[src/rtl/mtmr_pkg.sv]
package mtmr_pkg;

    typedef enum logic [1:0] {
        CM_TICK = 2'd0,
        CM_RISE = 2'd1,
        CM_FALL = 2'd2,
        CM_BOTH = 2'd3
    } cnt_mode_e;

    typedef enum logic [1:0] {
        MA_KEEP   = 2'd0,
        MA_CLEAR  = 2'd1,
        MA_SET    = 2'd2,
        MA_TOGGLE = 2'd3
    } match_act_e;

    // Per-channel settings, packed LSB first: flag enable, reload, halt, action
    typedef struct packed {
        match_act_e act;
        logic       halt_en;
        logic       zero_en;
        logic       flag_en;
    } match_cfg_t;

    localparam int CFG_W   = $bits(match_cfg_t);

    localparam int A_CTRL  = 0;
    localparam int A_PRESC = 1;
    localparam int A_COUNT = 2;
    localparam int A_FLAGS = 4;
    localparam int A_EXT   = 5;
    localparam int A_MCFG  = 6;
    localparam int A_MVAL0 = 8;

    function automatic logic apply_act(match_act_e a, logic cur);
        case (a)
            MA_CLEAR:  return 1'b0;
            MA_SET:    return 1'b1;
            MA_TOGGLE: return ~cur;
            default:   return cur;
        endcase
    endfunction

endpackage

[src/rtl/mtmr_evt_sel.sv]
module mtmr_evt_sel
    import mtmr_pkg::*;
#(
    parameter int NUM_IN = 4,
    parameter int SEL_W  = 2
) (
    input  logic              clk,
    input  logic              rst,
    input  logic [NUM_IN-1:0] cap_in,
    input  logic [SEL_W-1:0]  sel,
    input  cnt_mode_e         mode,
    output logic              evt
);
    logic [NUM_IN-1:0] sync1_q, sync2_q, prev_q;
    logic cur, old;

    always_ff @(posedge clk) begin
        if (rst) begin
            sync1_q <= '0;
            sync2_q <= '0;
            prev_q  <= '0;
        end else begin
            sync1_q <= cap_in;
            sync2_q <= sync1_q;
            prev_q  <= sync2_q;
        end
    end

    assign cur = sync2_q[sel];
    assign old = prev_q[sel];

    always_comb begin
        case (mode)
            CM_RISE: evt = cur & ~old;
            CM_FALL: evt = ~cur & old;
            CM_BOTH: evt = cur ^ old;
            default: evt = 1'b1;
        endcase
    end
endmodule

[src/rtl/mtmr_counter.sv]
module mtmr_counter #(
    parameter int CNT_W = 32
) (
    input  logic             clk,
    input  logic             rst,
    input  logic             clr,
    input  logic             tick,
    input  logic             load_zero,
    input  logic             hold,
    input  logic [CNT_W-1:0] presc,
    output logic             adv,
    output logic [CNT_W-1:0] count
);
    logic [CNT_W-1:0] pc_q, tc_q;

    assign adv   = tick && !clr && (pc_q >= presc);
    assign count = tc_q;

    always_ff @(posedge clk) begin
        if (rst || clr) begin
            pc_q <= '0;
            tc_q <= '0;
        end else if (tick) begin
            if (adv) begin
                pc_q <= '0;
                if (load_zero)  tc_q <= '0;
                else if (!hold) tc_q <= tc_q + 1'b1;
            end else begin
                pc_q <= pc_q + 1'b1;
            end
        end
    end
endmodule

[src/rtl/mtmr_match_bank.sv]
module mtmr_match_bank #(
    parameter int CNT_W     = 32,
    parameter int NUM_MATCH = 4
) (
    input  logic [CNT_W-1:0]     count,
    input  logic                 adv,
    input  logic [CNT_W-1:0]     mval [NUM_MATCH],
    output logic [NUM_MATCH-1:0] hit
);
    for (genvar g = 0; g < NUM_MATCH; g++) begin : g_cmp
        assign hit[g] = adv && (count == mval[g]);
    end
endmodule

[src/rtl/mtmr_top.sv]
module mtmr_top
    import mtmr_pkg::*;
#(
    parameter int CNT_W     = 32,
    parameter int NUM_MATCH = 4,
    parameter int NUM_IN    = 4,
    parameter int ADDR_W    = 4
) (
    input  logic                 clk,
    input  logic                 rst,
    input  logic                 wr_en,
    input  logic [ADDR_W-1:0]    addr,
    input  logic [CNT_W-1:0]     wr_data,
    output logic [CNT_W-1:0]     rd_data,
    input  logic [NUM_IN-1:0]    cap_in,
    output logic [CNT_W-1:0]     count,
    output logic [NUM_MATCH-1:0] ext_match,
    output logic                 irq
);
    localparam int SEL_W = (NUM_IN > 1) ? $clog2(NUM_IN) : 1;

    logic                 run_q, clr_q;
    cnt_mode_e            mode_q;
    logic [SEL_W-1:0]     sel_q;
    logic [CNT_W-1:0]     presc_q;
    match_cfg_t           cfg_q  [NUM_MATCH];
    logic [CNT_W-1:0]     mval_q [NUM_MATCH];
    logic [NUM_MATCH-1:0] flag_q, ext_q;

    logic evt, adv, load_zero, stop_hit;
    logic [NUM_MATCH-1:0] hit, zero_mask, halt_mask, flag_mask;
    logic wr_ctrl, wr_presc, wr_flags, wr_ext, wr_mcfg;

    assign wr_ctrl  = wr_en && (addr == ADDR_W'(A_CTRL));
    assign wr_presc = wr_en && (addr == ADDR_W'(A_PRESC));
    assign wr_flags = wr_en && (addr == ADDR_W'(A_FLAGS));
    assign wr_ext   = wr_en && (addr == ADDR_W'(A_EXT));
    assign wr_mcfg  = wr_en && (addr == ADDR_W'(A_MCFG));

    mtmr_evt_sel #(.NUM_IN(NUM_IN), .SEL_W(SEL_W)) u_evt (
        .clk(clk), .rst(rst), .cap_in(cap_in), .sel(sel_q), .mode(mode_q), .evt(evt)
    );

    mtmr_counter #(.CNT_W(CNT_W)) u_cnt (
        .clk(clk), .rst(rst), .clr(clr_q), .tick(run_q && evt),
        .load_zero(load_zero), .hold(stop_hit), .presc(presc_q),
        .adv(adv), .count(count)
    );

    mtmr_match_bank #(.CNT_W(CNT_W), .NUM_MATCH(NUM_MATCH)) u_match (
        .count(count), .adv(adv), .mval(mval_q), .hit(hit)
    );

    always_comb begin
        for (int n = 0; n < NUM_MATCH; n++) begin
            zero_mask[n] = cfg_q[n].zero_en;
            halt_mask[n] = cfg_q[n].halt_en;
            flag_mask[n] = cfg_q[n].flag_en;
        end
    end

    assign load_zero = |(hit & zero_mask);
    assign stop_hit  = |(hit & halt_mask);

    always_ff @(posedge clk) begin
        if (rst) begin
            run_q   <= 1'b0;
            clr_q   <= 1'b0;
            mode_q  <= CM_TICK;
            sel_q   <= '0;
            presc_q <= '0;
            flag_q  <= '0;
            ext_q   <= '0;
            for (int n = 0; n < NUM_MATCH; n++) begin
                cfg_q[n]  <= '0;
                mval_q[n] <= '0;
            end
        end else begin
            if (wr_ctrl) begin
                run_q  <= wr_data[0];
                clr_q  <= wr_data[1];
                mode_q <= cnt_mode_e'(wr_data[3:2]);
                sel_q  <= wr_data[4 +: SEL_W];
            end else if (stop_hit) begin
                run_q <= 1'b0;
            end
            if (wr_presc) presc_q <= wr_data;
            flag_q <= (flag_q & ~(wr_flags ? wr_data[NUM_MATCH-1:0] : '0)) | (hit & flag_mask);
            for (int n = 0; n < NUM_MATCH; n++) begin
                if (hit[n])      ext_q[n] <= apply_act(cfg_q[n].act, ext_q[n]);
                else if (wr_ext) ext_q[n] <= wr_data[n];
                if (wr_mcfg) cfg_q[n] <= match_cfg_t'(wr_data[n*CFG_W +: CFG_W]);
                if (wr_en && addr == ADDR_W'(A_MVAL0 + n)) mval_q[n] <= wr_data;
            end
        end
    end

    assign ext_match = ext_q;
    assign irq       = |flag_q;

    always_comb begin
        rd_data = '0;
        if (addr == ADDR_W'(A_CTRL)) begin
            rd_data[0]          = run_q;
            rd_data[1]          = clr_q;
            rd_data[3:2]        = mode_q;
            rd_data[4 +: SEL_W] = sel_q;
        end else if (addr == ADDR_W'(A_PRESC)) begin
            rd_data = presc_q;
        end else if (addr == ADDR_W'(A_COUNT)) begin
            rd_data = count;
        end else if (addr == ADDR_W'(A_FLAGS)) begin
            rd_data[NUM_MATCH-1:0] = flag_q;
        end else if (addr == ADDR_W'(A_EXT)) begin
            rd_data[NUM_MATCH-1:0] = ext_q;
        end else if (addr == ADDR_W'(A_MCFG)) begin
            for (int n = 0; n < NUM_MATCH; n++) rd_data[n*CFG_W +: CFG_W] = cfg_q[n];
        end else begin
            for (int n = 0; n < NUM_MATCH; n++)
                if (addr == ADDR_W'(A_MVAL0 + n)) rd_data = mval_q[n];
        end
    end
endmodule

[config.mk]
export PLATFORM = sky130hd
export DESIGN_NAME = mtmr_top
export DESIGN_NICKNAME = d
export VERILOG_FILES = /design/src/rtl/mtmr_pkg.sv /design/src/rtl/mtmr_evt_sel.sv /design/src/rtl/mtmr_counter.sv /design/src/rtl/mtmr_match_bank.sv /design/src/rtl/mtmr_top.sv
export SDC_FILE = /design/constraint.sdc
export NUM_CORES = 1
export LEC_CHECK = 0
export BUFFER_PORTS_ARGS = -buffer_cell sky130_fd_sc_hd__buf_2
export CAP_MARGIN = 0
export CORE_MARGIN = 2
export CORE_UTILIZATION = 30
export CTS_CLUSTER_DIAMETER = 120
export DETAILED_ROUTE_END_ITERATION = 16
export PLACE_DENSITY_LB_ADDON = 0.1
export SYNTH_ARGS = -nofsm -noshare
export SYNTH_HDL_FRONTEND = slang
export SYNTH_SLANG_ARGS = --single-unit
[constraint.sdc]
create_clock -name clk -period 4.1 [get_ports clk]
set_input_delay 0.41 -clock clk [delete_from_list [all_inputs] [get_ports clk]]
set_output_delay 0.41 -clock clk [all_outputs]
set_load 0.005 [all_outputs]
==> results_dict.tcl <==
set metrics [dict create \
    worstPathRequired_ns 4.56 \
    outcome "finished clean" \
    grt_start_max_net_pins 79 \
    slew_violations 0 \
    port_buffers 111 \
    vdd_drop_max_mv 0.213 \
    ant_nets 0 \
    setup_viol 0 \
    root_buffer "clkbuf_16" \
    wl_per_cell_um 24.3 \
    setup_tns_ns 0 \
    grt_usage_pct 24.3 \
    startpoint_type "flip-flop" \
    io_pins 112 \
    drtIter0Drc 1570 \
    cts-hold-fix-buffers 0 \
    fin_worst_skew_ns 0.0203 \
    die_w_um 224 \
    critPathCaptureType "flip-flop" \
    tightest_slew_ns 1.17 \
    power.leakage_uw 0.00597 \
    cts.sinks 270 \
    min_period_ns 3.61 \
    fmax_mhz 277 \
    cap_violations 0 \
    vias 13900 \
    hold_viol_final 0 \
    dp.cells 2499 \
    cts_buffer_depth 3 \
    final_common_cell "nand2_1" \
    gp_congestion 0.910 \
    p_per_area_nw_per_um2 376 \
    synth_seq_area_share_pct 38.5 \
    firstDrtPassIters 8 \
    core_um2 47800 \
    rsz0062_at_grt "no" \
    grt_pass1_wl_mm 90.1 \
    start_util_pct 30.4 \
    setup_ws_ns 0.487 \
    cts-resized-gates 0 \
    arrival_ns 4.07 \
    syn_to_final_growth_pct 15.9 \
    dp_slack_ns 0.501 \
    synth-edff-count 20 \
    post-route-util_pct 35.3 \
    nets 2009 \
    dp_hpwl_mm 45.2 \
    slew_headroom_pct 21.9 \
    fp-row-count 80 \
    diodes 0 \
    drive_above_1_share_pct 12.0 \
    yosysWarnings 0 \
    postSynth.asyncResetShare_pct 0 \
    ys.flop_type "dfxtp_1" \
    critical_path_class "reg2reg" \
    clkTransAtPathRegs_ns 0.06 \
    post-cts-setup-buffers 0 \
    hp-class "in2reg" \
    grt_pass1_vias 13200 \
    timing.hold.ws_ns 0.0988 \
    stdcell_count 2562 \
    layout_common_cells "nand2_1, dfxtp_1, a21oi_1" \
    die_area_um2 50300 \
    cts_made_buffers 36 \
    clkLatencyLatePin_ns 0.55 \
    grt_overflow_total 0 \
    cts_tree "yes" \
    antenna_found_initial 0 \
    syn_inst 1874 \
    critPathMaxFanout 11 \
    routed_wl_mm 62.3 \
    ys_types 61 \
    synth_seq_cells 270 \
    syn_area_per_cell_um2 7.77 \
    min_period_over_period_pct 88.1 \
    routed_via_density 5.42 \
    htreeDepth 2 \
    syn_nets 1961 \
    synthesis.area_um2 14600 \
    die_height_um 224 \
    drc 0 \
]
==> power by group <==
group	switching, uW	internal, uW
Sequential	43.0	2700
Clock	1240	1870
Combinational	350	145
Total	1640	4710
==> flip-flops by register name, indices dropped and copies added (netlist names) <==
signal         cells
u_evt.sync2_q      4
ext_match          4
u_cnt.count       32
sel_q              2
run_q              1
u_evt.prev_q       4
mval_q           128
u_evt.sync1_q      4
clr_q              1
presc_q           32
mode_q             2
flag_q             4
cfg_q             20
u_cnt.pc_q        32
==> cells in the mapped netlist, types with 10 or more instances <==
library cell	number	area [um^2]
a22oi_1	41	308
nand2_1	412	1550
inv_1	56	210
or4_1	10	75.1
nor3_1	10	50.1
ha_1	44	551
nand4_1	53	332
and2_1	29	181
xor2_1	23	201
nor2b_1	24	150
and3_1	19	119
nand3_1	73	365
a21oi_1	223	1120
or3_1	19	119
a222oi_1	18	180
nor4_1	11	68.8
dfxtp_1	250	5000
nor2_1	74	278
xnor2_1	134	1170
clkbuf_1	134	503
edfxtp_1	20	601
o21ai_0	54	270
mux2i_1	35	350
a211oi_1	12	90.1
==> final cells by class <==
type | instances | area [um^2]
repair buffers | 162 | 957
inverters | 57 | 214
clock buffers | 58 | 1080
flip-flops and latches | 270 | 5610
well taps | 615 | 769
multi-input cells | 1395 | 8200
clock inverters | 5 | 55.1
fillers | 5115 | 31000
==> path summary, 6_finish.rpt <==
kind	startpoint	to	slack, ns	cells past startpoint
setup / recovery	sel_q[0]$_SDFFE_PP0P_	u_cnt.count[12]$_SDFFE_PP0P_	0.49	11
hold / removal	cap_in[1]	u_evt.sync1_q[1]$_SDFF_PP0_	0.1	2
setup reg to reg	sel_q[0]$_SDFFE_PP0P_	u_cnt.count[12]$_SDFFE_PP0P_	0.49	11
hold reg to reg	u_evt.sync1_q[0]$_SDFF_PP0_	u_evt.sync2_q[0]$_SDFF_PP0_	0.43	1
==> metal layers <==
layer	vias to the layer above	share of wire, %	track usage [%]
met1	6768	45	33.4
met4	0	3.1	8.08
met3	89	7.2	4.61
met2	494	44	38.3
li1	6523	-	-
met5	-	0	0
==> worst max-delay path, stage by stage (launching register included) <==
cell and delay, ns:
dfxtp_1 0.41, mux4_2 0.55, inv_1 0.07, ha_1 0.21
nand2b_1 0.17, a311oi_4 0.34, nand2b_2 0.16, nor4_2 0.31
a2bb2oi_2 0.19, or2_1 0.42, or4_1 0.52, a21oi_1 0.18
==> through the flow <==
stage,power (uW),cell area (um^2)
final,6340,16900
after global routing,6530,16900
after CTS,6390,16900
after detailed placement,3280,15700
after global placement,3280,15700
after floorplan,3050,14600
==> logic make-up after synthesis <==
logic type               after synthesis  share of synthesized area, %
buffers and inverters                209                          5.51
adder cells (fa/ha/maj)               44                          3.78
flip-flops                           270                          38.5
AO/OA/AOI/OAI                        394                          16.0
XOR/XNOR                             157                          9.44
AND/OR/NAND/NOR                      763                          24.1
multiplexers                          37                          2.71
Note: power is estimated with default switching activity, not from simulation.
